<file path="config.mk">
export PLATFORM = sky130hd
export DESIGN_NAME = lct_sequencer
export DESIGN_NICKNAME = d
export VERILOG_FILES = /design/src/rtl/lct_pkg.sv /design/src/rtl/lct_state_reg.sv /design/src/rtl/lct_next_state.sv /design/src/rtl/lct_step_ctrl.sv /design/src/rtl/lct_sequencer.sv
export SDC_FILE = /design/constraint.sdc
export NUM_CORES = 1
export LEC_CHECK = 0
export ABC_AREA = 1
export BUFFER_PORTS_ARGS = -buffer_cell sky130_fd_sc_hd__buf_2
export CORE_AREA = 8 8 72 74
export CTS_CLUSTER_DIAMETER = 60
export CTS_CLUSTER_SIZE = 14
export DETAILED_ROUTE_END_ITERATION = 6
export DIE_AREA = 0 0 80 82
export GPL_TIMING_DRIVEN = 0
export PLACE_DENSITY = 0.83
export SKIP_LAST_GASP = 1
export SLEW_MARGIN = 20
export SYNTH_ARGS = -nofsm -noshare
export SYNTH_HDL_FRONTEND = slang
export SYNTH_SLANG_ARGS = --single-unit
</file>
<file path="constraint.sdc">
create_clock -name clk_i -period 7.45 [get_ports clk_i]
set_input_delay 1.49 -clock clk_i [delete_from_list [all_inputs] [get_ports clk_i]]
set_output_delay 1.49 -clock clk_i [all_outputs]
set_load 0.1 [all_outputs]
</file>
<file path="src/rtl/lct_pkg.sv">
`timescale 1ns/1ps
package lct_pkg;
  localparam int unsigned CODE_W    = 16;
  localparam int unsigned NUM_ST    = 15;
  localparam int unsigned IDX_W     = $clog2(NUM_ST);
  localparam int unsigned STEP_BASE = 3;
  localparam int unsigned NUM_STEP  = 8;
  localparam int unsigned STEP_W    = $clog2(NUM_STEP);

  typedef enum logic [IDX_W-1:0] {
    ST_RESET      = 4'd0,
    ST_IDLE       = 4'd1,
    ST_CLKMUX     = 4'd2,
    ST_CNT_INCR   = 4'd3,
    ST_CNT_PROG   = 4'd4,
    ST_TRANS_CHK  = 4'd5,
    ST_TOK_HASH   = 4'd6,
    ST_FLASH_RMA  = 4'd7,
    ST_TOK_CHK0   = 4'd8,
    ST_TOK_CHK1   = 4'd9,
    ST_TRANS_PROG = 4'd10,
    ST_POST       = 4'd11,
    ST_SCRAP      = 4'd12,
    ST_ESCALATE   = 4'd13,
    ST_INVALID    = 4'd14
  } lct_st_e;

  // Sparse codes, each of even parity: any single-bit upset is illegal.
  function automatic logic [CODE_W-1:0] st_code(lct_st_e s);
    logic [CODE_W-1:0] c;
    case (s)
      ST_RESET:      c = 16'h0F0F;
      ST_IDLE:       c = 16'h33C3;
      ST_CLKMUX:     c = 16'h5A5A;
      ST_CNT_INCR:   c = 16'h6996;
      ST_CNT_PROG:   c = 16'hA5C3;
      ST_TRANS_CHK:  c = 16'h3C0F;
      ST_TOK_HASH:   c = 16'h9A65;
      ST_FLASH_RMA:  c = 16'hC6A9;
      ST_TOK_CHK0:   c = 16'h1E78;
      ST_TOK_CHK1:   c = 16'h7281;
      ST_TRANS_PROG: c = 16'h4DB2;
      ST_POST:       c = 16'hE41B;
      ST_SCRAP:      c = 16'h8D3C;
      ST_ESCALATE:   c = 16'hF0A5;
      default:       c = 16'h2B5C;
    endcase
    return c;
  endfunction

  function automatic lct_st_e st_decode(logic [CODE_W-1:0] c);
    lct_st_e r;
    r = ST_INVALID;
    for (int i = 0; i < NUM_ST - 1; i++) begin
      if (c == st_code(lct_st_e'(IDX_W'(i)))) r = lct_st_e'(IDX_W'(i));
    end
    return r;
  endfunction

  function automatic logic is_step(lct_st_e s);
    return (s >= ST_CNT_INCR) && (s <= ST_TRANS_PROG);
  endfunction

  function automatic logic [STEP_W-1:0] step_of(lct_st_e s);
    logic [IDX_W-1:0] d;
    d = IDX_W'(s) - IDX_W'(STEP_BASE);
    return d[STEP_W-1:0];
  endfunction
endpackage

</file>
<file path="src/rtl/lct_state_reg.sv">
`timescale 1ns/1ps
module lct_state_reg
  import lct_pkg::*;
(
  input  logic    clk_i,
  input  logic    rst_ni,
  input  lct_st_e nxt_i,
  output lct_st_e cur_o
);
  logic [CODE_W-1:0] state_q;

  always_ff @(posedge clk_i or negedge rst_ni) begin
    if (!rst_ni) state_q <= st_code(ST_RESET);
    else         state_q <= st_code(nxt_i);
  end

  assign cur_o = st_decode(state_q);

  AST_LEGAL_EVEN_PARITY: assert property (@(posedge clk_i) disable iff (!rst_ni)
    (cur_o != ST_INVALID) |-> (^state_q == 1'b0));
endmodule

</file>
<file path="src/rtl/lct_next_state.sv">
`timescale 1ns/1ps
module lct_next_state
  import lct_pkg::*;
(
  input  lct_st_e cur_i,
  input  logic    trans_req_i,
  input  logic    rma_i,
  input  logic    scrap_req_i,
  input  logic    esc_i,
  input  logic    done_i,
  input  logic    err_i,
  output lct_st_e nxt_o
);
  always_comb begin
    nxt_o = cur_i;
    case (cur_i)
      ST_RESET:  nxt_o = ST_IDLE;
      ST_IDLE: begin
        if (scrap_req_i)      nxt_o = ST_SCRAP;
        else if (trans_req_i) nxt_o = ST_CLKMUX;
      end
      ST_CLKMUX:    nxt_o = ST_CNT_INCR;
      ST_CNT_INCR:  if (done_i) nxt_o = err_i ? ST_POST : ST_CNT_PROG;
      ST_CNT_PROG:  if (done_i) nxt_o = err_i ? ST_POST : ST_TRANS_CHK;
      ST_TRANS_CHK: if (done_i) nxt_o = err_i ? ST_POST : ST_TOK_HASH;
      ST_TOK_HASH: begin
        if (done_i) begin
          if (err_i)      nxt_o = ST_POST;
          else if (rma_i) nxt_o = ST_FLASH_RMA;
          else            nxt_o = ST_TRANS_PROG;
        end
      end
      ST_FLASH_RMA:  if (done_i) nxt_o = ST_TOK_CHK0;
      ST_TOK_CHK0:   if (done_i) nxt_o = err_i ? ST_POST : ST_TOK_CHK1;
      ST_TOK_CHK1:   if (done_i) nxt_o = err_i ? ST_POST : ST_TRANS_PROG;
      ST_TRANS_PROG: if (done_i) nxt_o = ST_POST;
      ST_POST, ST_SCRAP, ST_ESCALATE: nxt_o = cur_i;
      default:       nxt_o = ST_ESCALATE;
    endcase
    if (esc_i) nxt_o = ST_ESCALATE;
  end
endmodule

</file>
<file path="src/rtl/lct_step_ctrl.sv">
`timescale 1ns/1ps
module lct_step_ctrl
  import lct_pkg::*;
(
  input  logic              clk_i,
  input  logic              rst_ni,
  input  lct_st_e           cur_i,
  input  lct_st_e           nxt_i,
  input  logic              done_i,
  input  logic              err_i,
  input  logic              rma_i,
  output logic              step_req_o,
  output logic [STEP_W-1:0] step_id_o,
  output logic              err_o,
  output logic              rma_o
);
  logic req_q, err_q, rma_q;

  always_ff @(posedge clk_i or negedge rst_ni) begin
    if (!rst_ni) begin
      req_q <= 1'b0;
      err_q <= 1'b0;
      rma_q <= 1'b0;
    end else begin
      req_q <= is_step(nxt_i) && (nxt_i != cur_i);
      if (is_step(cur_i) && done_i && err_i) err_q <= 1'b1;
      if (cur_i == ST_IDLE && nxt_i == ST_CLKMUX) rma_q <= rma_i;
    end
  end

  assign step_req_o = req_q;
  assign step_id_o  = is_step(cur_i) ? step_of(cur_i) : '0;
  assign err_o      = err_q;
  assign rma_o      = rma_q;

  AST_REQ_ON_ENTRY: assert property (@(posedge clk_i) disable iff (!rst_ni)
    step_req_o |-> (cur_i != $past(cur_i)));
  AST_REQ_IN_STEP: assert property (@(posedge clk_i) disable iff (!rst_ni)
    step_req_o |-> is_step(cur_i));
  AST_ERR_STICKY: assert property (@(posedge clk_i) disable iff (!rst_ni)
    err_o |=> err_o);
endmodule

</file>
<file path="src/rtl/lct_sequencer.sv">
`timescale 1ns/1ps
module lct_sequencer
  import lct_pkg::*;
(
  input  logic                       clk_i,
  input  logic                       rst_ni,
  input  logic                       trans_req_i,
  input  logic                       trans_rma_i,
  input  logic                       scrap_req_i,
  input  logic                       esc_a_i,
  input  logic                       esc_b_i,
  input  logic                       step_done_i,
  input  logic                       step_err_i,
  output logic                       step_req_o,
  output logic [lct_pkg::STEP_W-1:0] step_id_o,
  output logic [lct_pkg::IDX_W-1:0]  state_o,
  output logic                       trans_ack_o,
  output logic                       trans_err_o,
  output logic                       scrapped_o,
  output logic                       escalated_o
);
  lct_st_e cur, nxt;
  logic    esc, rma_held;

  assign esc = esc_a_i | esc_b_i;

  lct_state_reg u_reg (
    .clk_i  (clk_i),
    .rst_ni (rst_ni),
    .nxt_i  (nxt),
    .cur_o  (cur)
  );

  lct_next_state u_next (
    .cur_i       (cur),
    .trans_req_i (trans_req_i),
    .rma_i       (rma_held),
    .scrap_req_i (scrap_req_i),
    .esc_i       (esc),
    .done_i      (step_done_i),
    .err_i       (step_err_i),
    .nxt_o       (nxt)
  );

  lct_step_ctrl u_step (
    .clk_i      (clk_i),
    .rst_ni     (rst_ni),
    .cur_i      (cur),
    .nxt_i      (nxt),
    .done_i     (step_done_i),
    .err_i      (step_err_i),
    .rma_i      (trans_rma_i),
    .step_req_o (step_req_o),
    .step_id_o  (step_id_o),
    .err_o      (trans_err_o),
    .rma_o      (rma_held)
  );

  assign state_o     = cur;
  assign trans_ack_o = (cur == ST_POST);
  assign scrapped_o  = (cur == ST_SCRAP);
  assign escalated_o = (cur == ST_ESCALATE);

  AST_ESC_WINS: assert property (@(posedge clk_i) disable iff (!rst_ni)
    esc |=> (cur == ST_ESCALATE));
  AST_ESC_HOLDS: assert property (@(posedge clk_i) disable iff (!rst_ni)
    (cur == ST_ESCALATE) |=> (cur == ST_ESCALATE));
  AST_INVALID_ESCALATES: assert property (@(posedge clk_i) disable iff (!rst_ni)
    (cur == ST_INVALID) |=> (cur == ST_ESCALATE));
  AST_CLKMUX_ONE_CYCLE: assert property (@(posedge clk_i) disable iff (!rst_ni)
    (cur == ST_CLKMUX && !esc) |=> (cur == ST_CNT_INCR));
  AST_STEP_WAITS: assert property (@(posedge clk_i) disable iff (!rst_ni)
    (is_step(cur) && !step_done_i && !esc) |=> $stable(cur));
  AST_POST_TERMINAL: assert property (@(posedge clk_i) disable iff (!rst_ni)
    (cur == ST_POST && !esc) |=> (cur == ST_POST));
  AST_SCRAP_TERMINAL: assert property (@(posedge clk_i) disable iff (!rst_ni)
    (cur == ST_SCRAP && !esc) |=> (cur == ST_SCRAP));
endmodule

</file>
# Word level (Yosys, flattened, before mapping)
# Memories as Yosys holds them, arrays and structs flattened. A register that Yosys moved wholly into a read port is not among the register bits.
# Index checks and enable logic that the tools add are counted.
[word_totals] regBits=3 inputBits=9 word_cells=82 n_memories=1 romBits=256
[classes] reduce_logical=9 eq_ne=29 addsub=1 n_mux=34 n_lt_le_gt_ge=4 bitwise=1
[mem_list] memory="(no name shown)" depth=16 width=16 rd=1 rd_ports_with_merged_regs=1 write_ports=0 line="lct_pkg.sv:31" rtl="case (s)"
[op_table] cell="two-way mux 4 bit" n=30
[op_table] cell="== test 16 bit (second input constant)" n=6
[op_table] cell="== test 16 x 15 -> 1 bit (second input constant)" n=4
[op_table] cell="one-hot mux 4 bit (12 select lines)" n=1
[op_table] cell="== test 16 x 14 -> 1 bit (second input constant)" n=2
[op_table] cell="== test 4 bit (second input constant)" n=6
[op_table] cell="== test 16 x 12 -> 1 bit (second input constant)" n=1
[op_table] cell="== test 16 x 13 -> 1 bit (second input constant)" n=1
[op_table] cell="== test 4 x 3 -> 1 bit (second input constant)" n=4
[op_table] cell="== test 4 x 2 -> 1 bit (second input constant)" n=3
[op_table] cell=">= comparator 4 x 2 -> 1 bit (second input constant)" n=2
[op_table] cell="<= comparator 4 bit (second input constant)" n=2
[op_table] cell="logical AND 1 bit" n=6
[op_table] cell="== test 4 x 1 -> 1 bit (second input constant)" n=1
[op_table] cell="zero test 4 bit" n=1
[op_table] cell="inequality test 4 bit" n=1
[op_table] cell="two-way mux 3 bit" n=1
[op_table] cell="OR reduction 3 bit" n=1
[op_table] cell="subtractor 3 x 2 -> 3 bit (second input constant)" n=1
[op_table] cell="two-way mux 2 bit" n=1
[op_table] cell="zero test 1 bit" n=1
[op_table] cell="two-way mux 1 bit" n=1
[op_table] cell="OR 1 bit" n=1

# Logic depth before layout (Yosys ltp)
# Gate-level depths: netlist of run 1.
[depth] depth_word=22 depth_mapped=28

# Hierarchy
# From an unflattened synthesis of run 1, not the netlist that was laid out.
[unflattened] cells_unflattened=353 area_unflattened_um2=2074.5
[by_module_without_submodules] mod="lct_state_reg" area_each_um2=1337.5 n_inst=1 cells_each=209
[by_module_without_submodules] mod="lct_next_state" area_each_um2=361.6 n_inst=1 cells_each=78
[by_module_without_submodules] mod="lct_step_ctrl" area_each_um2=327.8 n_inst=1 cells_each=54
[by_module_without_submodules] mod="lct_sequencer" area_each_um2=47.5 n_inst=1 cells_each=12

# Worst setup path before layout of run 1
# No wires, ideal clock.
[synth_timing] path_kind="reg2out" start="reg u_reg.state_q[9]" end="out step_id_o[2] (netlist name)" slack_ns=0.789 arrival_ns=5.171 path_stages_with_launch=14 required_time_ns=5.960 n_path_buf=1 cell_sequence="dfstp_2 nor2_1 nand2_1 nor2_1 nand2_1 nand3_1 a21oi_1 nand4_1 inv_1 ha_1 clkbuf_1 nor2_1 nand3_1 a21boi_0"
[synth_between] word_cells_on_any_way=33 cone_classes="add/sub: 1; order compare: 2; eq/ne: 14; mux: 15; reduce/logical: 1"
[synth_rtl] element="from (decl)" line="lct_state_reg.sv:10" rtl="logic [CODE_W-1:0] state_q;"
[synth_rtl] element="== test 16 x 14 -> 1 bit" line="lct_pkg.sv:55" rtl="if (c == st_code(lct_st_e'(IDX_W'(i)))) r = lct_st_e'(IDX_W'(i));"
[synth_rtl] element="two-way mux 4 bit (12 in series)" line="lct_pkg.sv:55"
[synth_rtl] element="two-way mux 4 bit *" line="lct_pkg.sv:55"
[synth_rtl] element="net state_o, one bit" line="lct_sequencer.sv:16" rtl="output logic [lct_pkg::IDX_W-1:0] state_o,"
[synth_rtl] element=">= comparator 4 x 2 -> 1 bit or <= comparator 4 bit (tied branches)" line="lct_pkg.sv:61" rtl="return (s >= ST_CNT_INCR) && (s <= ST_TRANS_PROG);"
[synth_rtl] element="logical AND 1 bit" line="lct_pkg.sv:61"
[synth_rtl] element="two-way mux 3 bit *" line="lct_step_ctrl.sv:32" rtl="assign step_id_o = is_step(cur_i) ? step_of(cur_i) : '0;"
[synth_rtl] element="to (decl)" line="lct_sequencer.sv:15" rtl="output logic [lct_pkg::STEP_W-1:0] step_id_o,"
# Mark *: on every way through the listed nets, which the timed path passes. The rest lies on a longest branch.

# Worst setup path after layout of run 1
[layout_timing] start="reg u_reg.state_q[9]" end="out step_id_o[0] (netlist name)"
[layout_between] elab_chain_len=18 word_cells_on_any_way=33 cone_classes="add/sub: 1; order compare: 2; eq/ne: 14; mux: 15; reduce/logical: 1"
[layout_lines] element="== test 16 x 12 -> 1 bit" line="lct_pkg.sv:55"
[layout_lines] element="two-way mux 4 bit (13 in series)" line="lct_pkg.sv:55"
[layout_lines] element="two-way mux 4 bit *" line="lct_pkg.sv:55"
[layout_lines] element=">= comparator 4 x 2 -> 1 bit or <= comparator 4 bit (tied branches)" line="lct_pkg.sv:61"
[layout_lines] element="logical AND 1 bit" line="lct_pkg.sv:61"
[layout_lines] element="two-way mux 3 bit *" line="lct_step_ctrl.sv:32"
# Every way passes the cells marked *; elsewhere a longest branch is shown, timed or not.

==> impl_metrics.toml, run 1 <==
[critical_path]
worstPathMaxFanout = 8
path_class = "reg2out"
crit_cells = 15
slowest_stage = "dfstp_2"
arrival_ns = 3.44
cp.required_ns = 5.96
critPathMaxStageDelay_ns = 0.58
crit_family = "simple AND/OR/NAND/NOR gates"
critPathMostFrequentCell = "nor2_1"
cp-start-kind = "flop"
rr_worst_depth = 24
crit_buf_inv = 3
crit_chain = "nor2_1, nand2_1, nor2_1, nand2_1, nand3_1, a21oi_1, nand4_1, inv_1, ha_1, clkbuf_1, nor2_1, nand3_1, o211ai_1, nor2_1, buf_2"
worstSetupEndpointType = "output pin"

[pwr]
power.internal_uw = 413
switching_share_pct = 65.4
clockPowerShare_pct = 6.2
leakage_nw = 1.52
power_frac_seq_pct = 14.4
power_frac_comb_pct = 79.5
peakVddDrop_mv = 0.326
power.switching_uw = 781
p_per_area_nw_per_um2 = 430

[floorplan]
start_util_pct = 61.8
pin_count = 21
rows = 24
die_x_um = 80
die_h_um = 82
die-area_um2 = 6560
coreArea_um2 = 4140

[clocking]
cts_tree = "yes"
clock-root-buffer = "clkbuf_8"
numCtsBuffers = 3
hold_buffers = 0
insertion_delay_ns = 0.26
htree_num_levels = 1
post_cts_resized = 0
clk_pin_slew_ns = 0.07
cts_setup_buffers = 0
cts.sinks = 19
clk_path_buf_depth = 2

[timing]
fin_crit_sh_pct = 66.1
setup_viol = 0
fin_tns_setup_ns = 0
fin_skew_ns = 0.00340
rsz0062_at_grt = "false"
period_minus_slack_ns = 4.93
postLayoutSetupSlackWorst_ns = 2.52
fin_hold_ws_ns = 0.491
slew_headroom_pct = 62.9
fmaxAchievable_ghz = 0.203
worst_slew_pin_slew_ns = 0.555
slew_viol_final = 0
finalHoldViolations = 0

[yosys]
yosys_warnings = 0
synth-seq-area-share_pct = 18.9
async_flop_share_pct = 100
synth.top_cell.area_share_pct = 19.8
synth_area_um2 = 2560
yosys-top-cells-count = "nand2_1, nor2_1, inv_1, nand3_1, ha_1"
synth_nets = 463
synth_cells = 439
avgSynthCellArea_um2 = 5.84
synth_edf_count = 0
synth_area_leaders = "nand2_1, dfrtp_1, nor2_1"
synth_top_cell_by_area = "nand2_1"
synth_seq_cells = 19
yosysMostFrequentCell = "nand2_1"
synthFlopType = "dfrtp_1"
synthDistinctLibCells = 34

[worst_hold_path]
min_path_type = "reg2reg"
min_path_cells = 1

[placement]
post-place-ws_ns = 2.87
io_buffers = 20
place_congestion = 0.989
dp_hpwl_mm = 6.06
placed_area_um2 = 2730

[detailed_routing]
drt_wl_total_mm = 7.37
drt_pass1_iterations = 5
via_per_inst = 5.55
drt-initial-drc-count = 234
via_count = 2860
routedWlPerCell_um = 14.3
ant_nets = 0
drc = 0

[status]
outcome = "finished, final reports clean"

[cells_and_area]
post-route-util_pct = 67.0
antennaDiodeCount = 0
drive_gt1_share_pct = 19.4
design_area_um2 = 2780
nNetsFinal = 488
fillers = 423
register_area_um2 = 485
multi_input_area_um2 = 1790
area_growth_pct = 8.35

[grt]
overflow = 0
grt_pass1_wl_mm = 12.2
grt_pass1_vias = 2671
track_usage_pct = 23.3
antenna_found_initial = 0
grt_max_degree = 20

[run]
maxCapViolations = 0
## per-stage QoR
| stage | std cells | power (mW) |
|---|---|---|
| after detailed placement | 511 | 1.10 |
| after CTS | 515 | 1.18 |
| after floorplan | 439 | 0.900 |
| after global routing | 515 | 1.30 |
| after global placement | 511 | 1.09 |
| final | 515 | 1.19 |
## flip-flops by register name, summed over array words and instances (netlist names)
| register | count |
|---|---|
| u_step.step_req_o | 1 |
| u_step.rma_o | 1 |
| u_reg.state_q | 16 |
| u_step.err_o | 1 |
## final timing paths
path	slack (ns)	to	from
min reg2reg	0.49	u_step.err_o	u_step.err_o
max	2.52	step_id_o[0]	u_reg.state_q[9]
max in group asynchronous	5.98	u_reg.state_q[10]	rst_ni
max reg2reg	3.36	u_step.step_req_o	u_reg.state_q[1]
min in group asynchronous	1.15	u_reg.state_q[7]	rst_ni
min	0.49	u_step.err_o	u_step.err_o
## worst reg2reg max path, delay by kind of cell (launching register included)
| kind | cells | cell delay [ns] |
|---|---|---|
| AO/OA/AOI/OAI | 2 | 0.11 |
| adder cells (fa/ha/maj) | 2 | 0.68 |
| buffers and inverters | 6 | 0.58 |
| flip-flops | 1 | 0.56 |
| AND/OR/NAND/NOR | 14 | 2.11 |
## power by group through the flow
stage | Combinational, mW | Clock (mW) | Sequential (mW)
2_1_floorplan | 0.717 | 0 | 0.182
3_3_place_gp | 0.918 | 0 | 0.171
3_5_place_dp | 0.928 | 0 | 0.173
4_1_cts | 0.932 | 0.0757 | 0.171
5_1_grt | 1.04 | 0.0800 | 0.176
6_report | 0.949 | 0.0737 | 0.171
## area by class of cell
type	instances	share of cell area (%)
tap	52	2.34
inverter	65	8.79
timing repair buffer	20	3.61
buffer	5	1.40
sequential	19	17.5
clock inverter	1	0.270
clock buffer	3	1.49
multi-input combinational	350	64.6
## kinds of logic (layout without fill, tap and decap cells)
kind of cell	Yosys count	in the layout	share of synthesized area, %
compound gates	43	43	9.72
buf+inv	70	94	11.0
simple gates	292	292	53.0
fa+ha+maj	15	15	7.32
flops	19	19	18.9
## cells in the final DEF, fill, tap and decap left out, types with 3 or more instances in the layout
cell type | Yosys | layout
inv_2 | 11 | 11
a21oi_1 | 7 | 7
nand3_1 | 25 | 25
dfrtp_1 | 11 | 11
o21ai_1 | 11 | 11
nor2_1 | 70 | 70
nor3_1 | 7 | 7
o21ai_2 | 3 | 3
buf_2 | 1 | 21
nor2_2 | 13 | 13
nand2_2 | 10 | 10
ha_1 | 15 | 15
inv_1 | 54 | 54
nand4_1 | 14 | 14
clkbuf_8 | 0 | 3
o21ai_0 | 13 | 13
dfstp_2 | 8 | 8
nand3_2 | 4 | 4
nand2_4 | 3 | 3
nand2_1 | 135 | 135
nor2_4 | 5 | 5
## layer usage
| layer | share of wire [%] | global-route usage (%) | wire, um |
|---|---|---|---|
| met3 | 6.4 | 0.985 | 468 |
| met4 | 2.7 | 10.9 | 201 |
| met2 | 47 | 39.8 | 3460 |
| met5 | 0 | 0 | 0 |
| met1 | 44 | 29.5 | 3240 |
Power figures use the tool's default switching activity.
==> inputs of run 2 (changes only) <==
- CORE_AREA: 8 8 72 74 -> 8 8 74 76
- DIE_AREA: 0 0 80 82 -> 0 0 82 84
- PLACE_DENSITY: 0.83 -> 0.79
- clock period: 7.45 -> 5.11 ns (I/O delays scaled with it)
==> run 2 against run 1 <==
Net effect: flip-flop and latch count unchanged; critical path depth stayed put; register-to-register slack worse by 2.4 ns; worst hold slack better by 0.023 ns; first-iteration DRC count decreased by 8.1%; sequential power grew 46%; clock skew about the same; core utilization shrank 1.8 points; sequential share of layout area is essentially flat; setup slack got worse by 1.9 ns.
==> impl_metrics.toml, run 2 (synthesis results as in run 1) <==
[pwr]
p_per_area_nw_per_um2 = 623
leakage_nw = 1.52
switching_share_pct = 65.2
finalPower_mw = 1.73
power.switching_mw = 1.13
power.internal_uw = 603
clockPowerShare_pct = 5.7
power_frac_seq_pct = 14.4
power_frac_comb_pct = 79.9
peakVddDrop_mv = 0.944

[clocking]
clk_path_buf_depth = 2
post_cts_resized = 0
hold_buffers = 0
htree_num_levels = 1
insertion_delay_ns = 0.25
cts.sinks = 19
clk_pin_slew_ns = 0.07
numCtsBuffers = 3
clock-root-buffer = "clkbuf_8"
cts_tree = "yes"
cts_setup_buffers = 0

[floorplan]
pin_count = 21
die_x_um = 82
start_util_pct = 60.1
die_h_um = 84
rows = 24
die-area_um2 = 6890
coreArea_um2 = 4260

[grt]
grt_max_degree = 20
overflow = 0
grt_pass1_wl_mm = 12.1
track_usage_pct = 21.4
grt_pass1_vias = 2655
antenna_found_initial = 0

[timing]
fmaxAchievable_ghz = 0.223
worst_slew_pin_slew_ns = 0.493
finalHoldViolations = 0
slew_headroom_pct = 67.4
setup_viol = 0
period_minus_slack_ns = 4.49
postLayoutSetupSlackWorst_ns = 0.618
rsz0062_at_grt = "false"
fin_skew_ns = 0.00370
slew_viol_final = 0
fin_crit_sh_pct = 87.9

[critical_path]
worstReg2RegStart = "u_reg.state_q[5]"
cp-start-kind = "flop"
path_class = "reg2out"
cp.required_ns = 4.09
worstSetupEndpointType = "output pin"
worstPathMaxFanout = 8
arrival_ns = 3.47
startpoint = "u_reg.state_q[9]"

[cells_and_area]
largest_reg_flops = 16
mostFrequentLayoutCells = "nand2_1, nor2_1, inv_1"
fillers = 440
antennaDiodeCount = 0
area_growth_pct = 8.45
post-route-util_pct = 65.2
drive_gt1_share_pct = 19.7
nNetsFinal = 488
mostFrequentLayoutCell = "nand2_1"
top_register = "u_reg.state_q"

[detailed_routing]
via_per_inst = 5.62
drt-initial-drc-count = 215
drc = 0
via_count = 2892
met2WireLength_mm = 3.26
drt_pass1_iterations = 5
top_layer = "met4"
drt-met1-wl_mm = 3.20
route.met3.wl_um = 523
ant_nets = 0
routedWlPerCell_um = 13.9
drt_wl_total_mm = 7.18

[placement]
place_congestion = 1.04
post-place-ws_ns = 0.909
io_buffers = 20
dp_hpwl_mm = 5.89

[status]
outcome = "finished, final reports clean"

[run]
maxCapViolations = 0

[worst_hold_path]
hp-start = "u_step.err_o"
min_path_type = "reg2reg"
-- run 2: layout make-up --
type | instances | area [um2] | share of cell area [%]
Timing Repair Buffer | 20 | 100 | 3.60
Sequential cell | 19 | 485 | 17.5
Inverter | 65 | 244 | 8.78
Clock buffer | 4 | 45.0 | 1.62
Buffer | 5 | 38.8 | 1.40
Tap cell | 52 | 65.1 | 2.34
Multi-Input combinational cell | 350 | 1800 | 64.8
-- run 2: final timing paths --
check                                    to  slack [ns]  cells after the start
max in group asynchronous  u_reg.state_q[1]        4.11                      1
min in group asynchronous  u_reg.state_q[4]        0.69                      1
max                            step_id_o[1]        0.62                     15
min                            u_step.err_o        0.51                      1
max reg2reg                u_reg.state_q[3]        1.00                     24
min reg2reg                    u_step.err_o        0.51                      1
-- run 2: power groups by stage --
stage | registers, mW | clock network (mW) | logic, mW
2_1_floorplan | 0.266 | 0 | 1.05
3_3_place_gp | 0.249 | 0 | 1.34
3_5_place_dp | 0.251 | 0 | 1.35
4_1_cts | 0.249 | 0.102 | 1.36
5_1_grt | 0.257 | 0.107 | 1.52
6_report | 0.249 | 0.0989 | 1.38
-- run 2: critical path: stages, from the launching register on --
cell	delay, ns
dfstp_2	0.58
nor2_1	0.09
nand2_1	0.12
nor2_1	0.06
nand2_1	0.09
nand3_1	0.07
a21oi_1	0.12
nand4_1	0.36
inv_1	0.23
ha_1	0.17
clkbuf_1	0.37
nor2_1	0.09
nand3_1	0.10
o211ai_1	0.18
nor2_1	0.13
buf_2	0.44
-- run 2: per-layer routing --
layer  global-route usage [%]  up-vias
met5                        0        -
met4                     7.83        0
met1                     29.2     1292
li1                         -     1429
met2                     33.9      146
met3                    0.970       25
-- run 2: per-stage QoR --
step / TNS, ns / hold WS (ns) / cell area, um2 / cells
floorplan: -0.534 / 0.532 / 2570 / 439
global placement: 0 / 0.497 / 2730 / 511
detailed placement: 0 / 0.493 / 2730 / 511
CTS: 0 / 0.511 / 2780 / 515
global route: 0 / 0.516 / 2780 / 515
finish: 0 / 0.514 / 2780 / 515
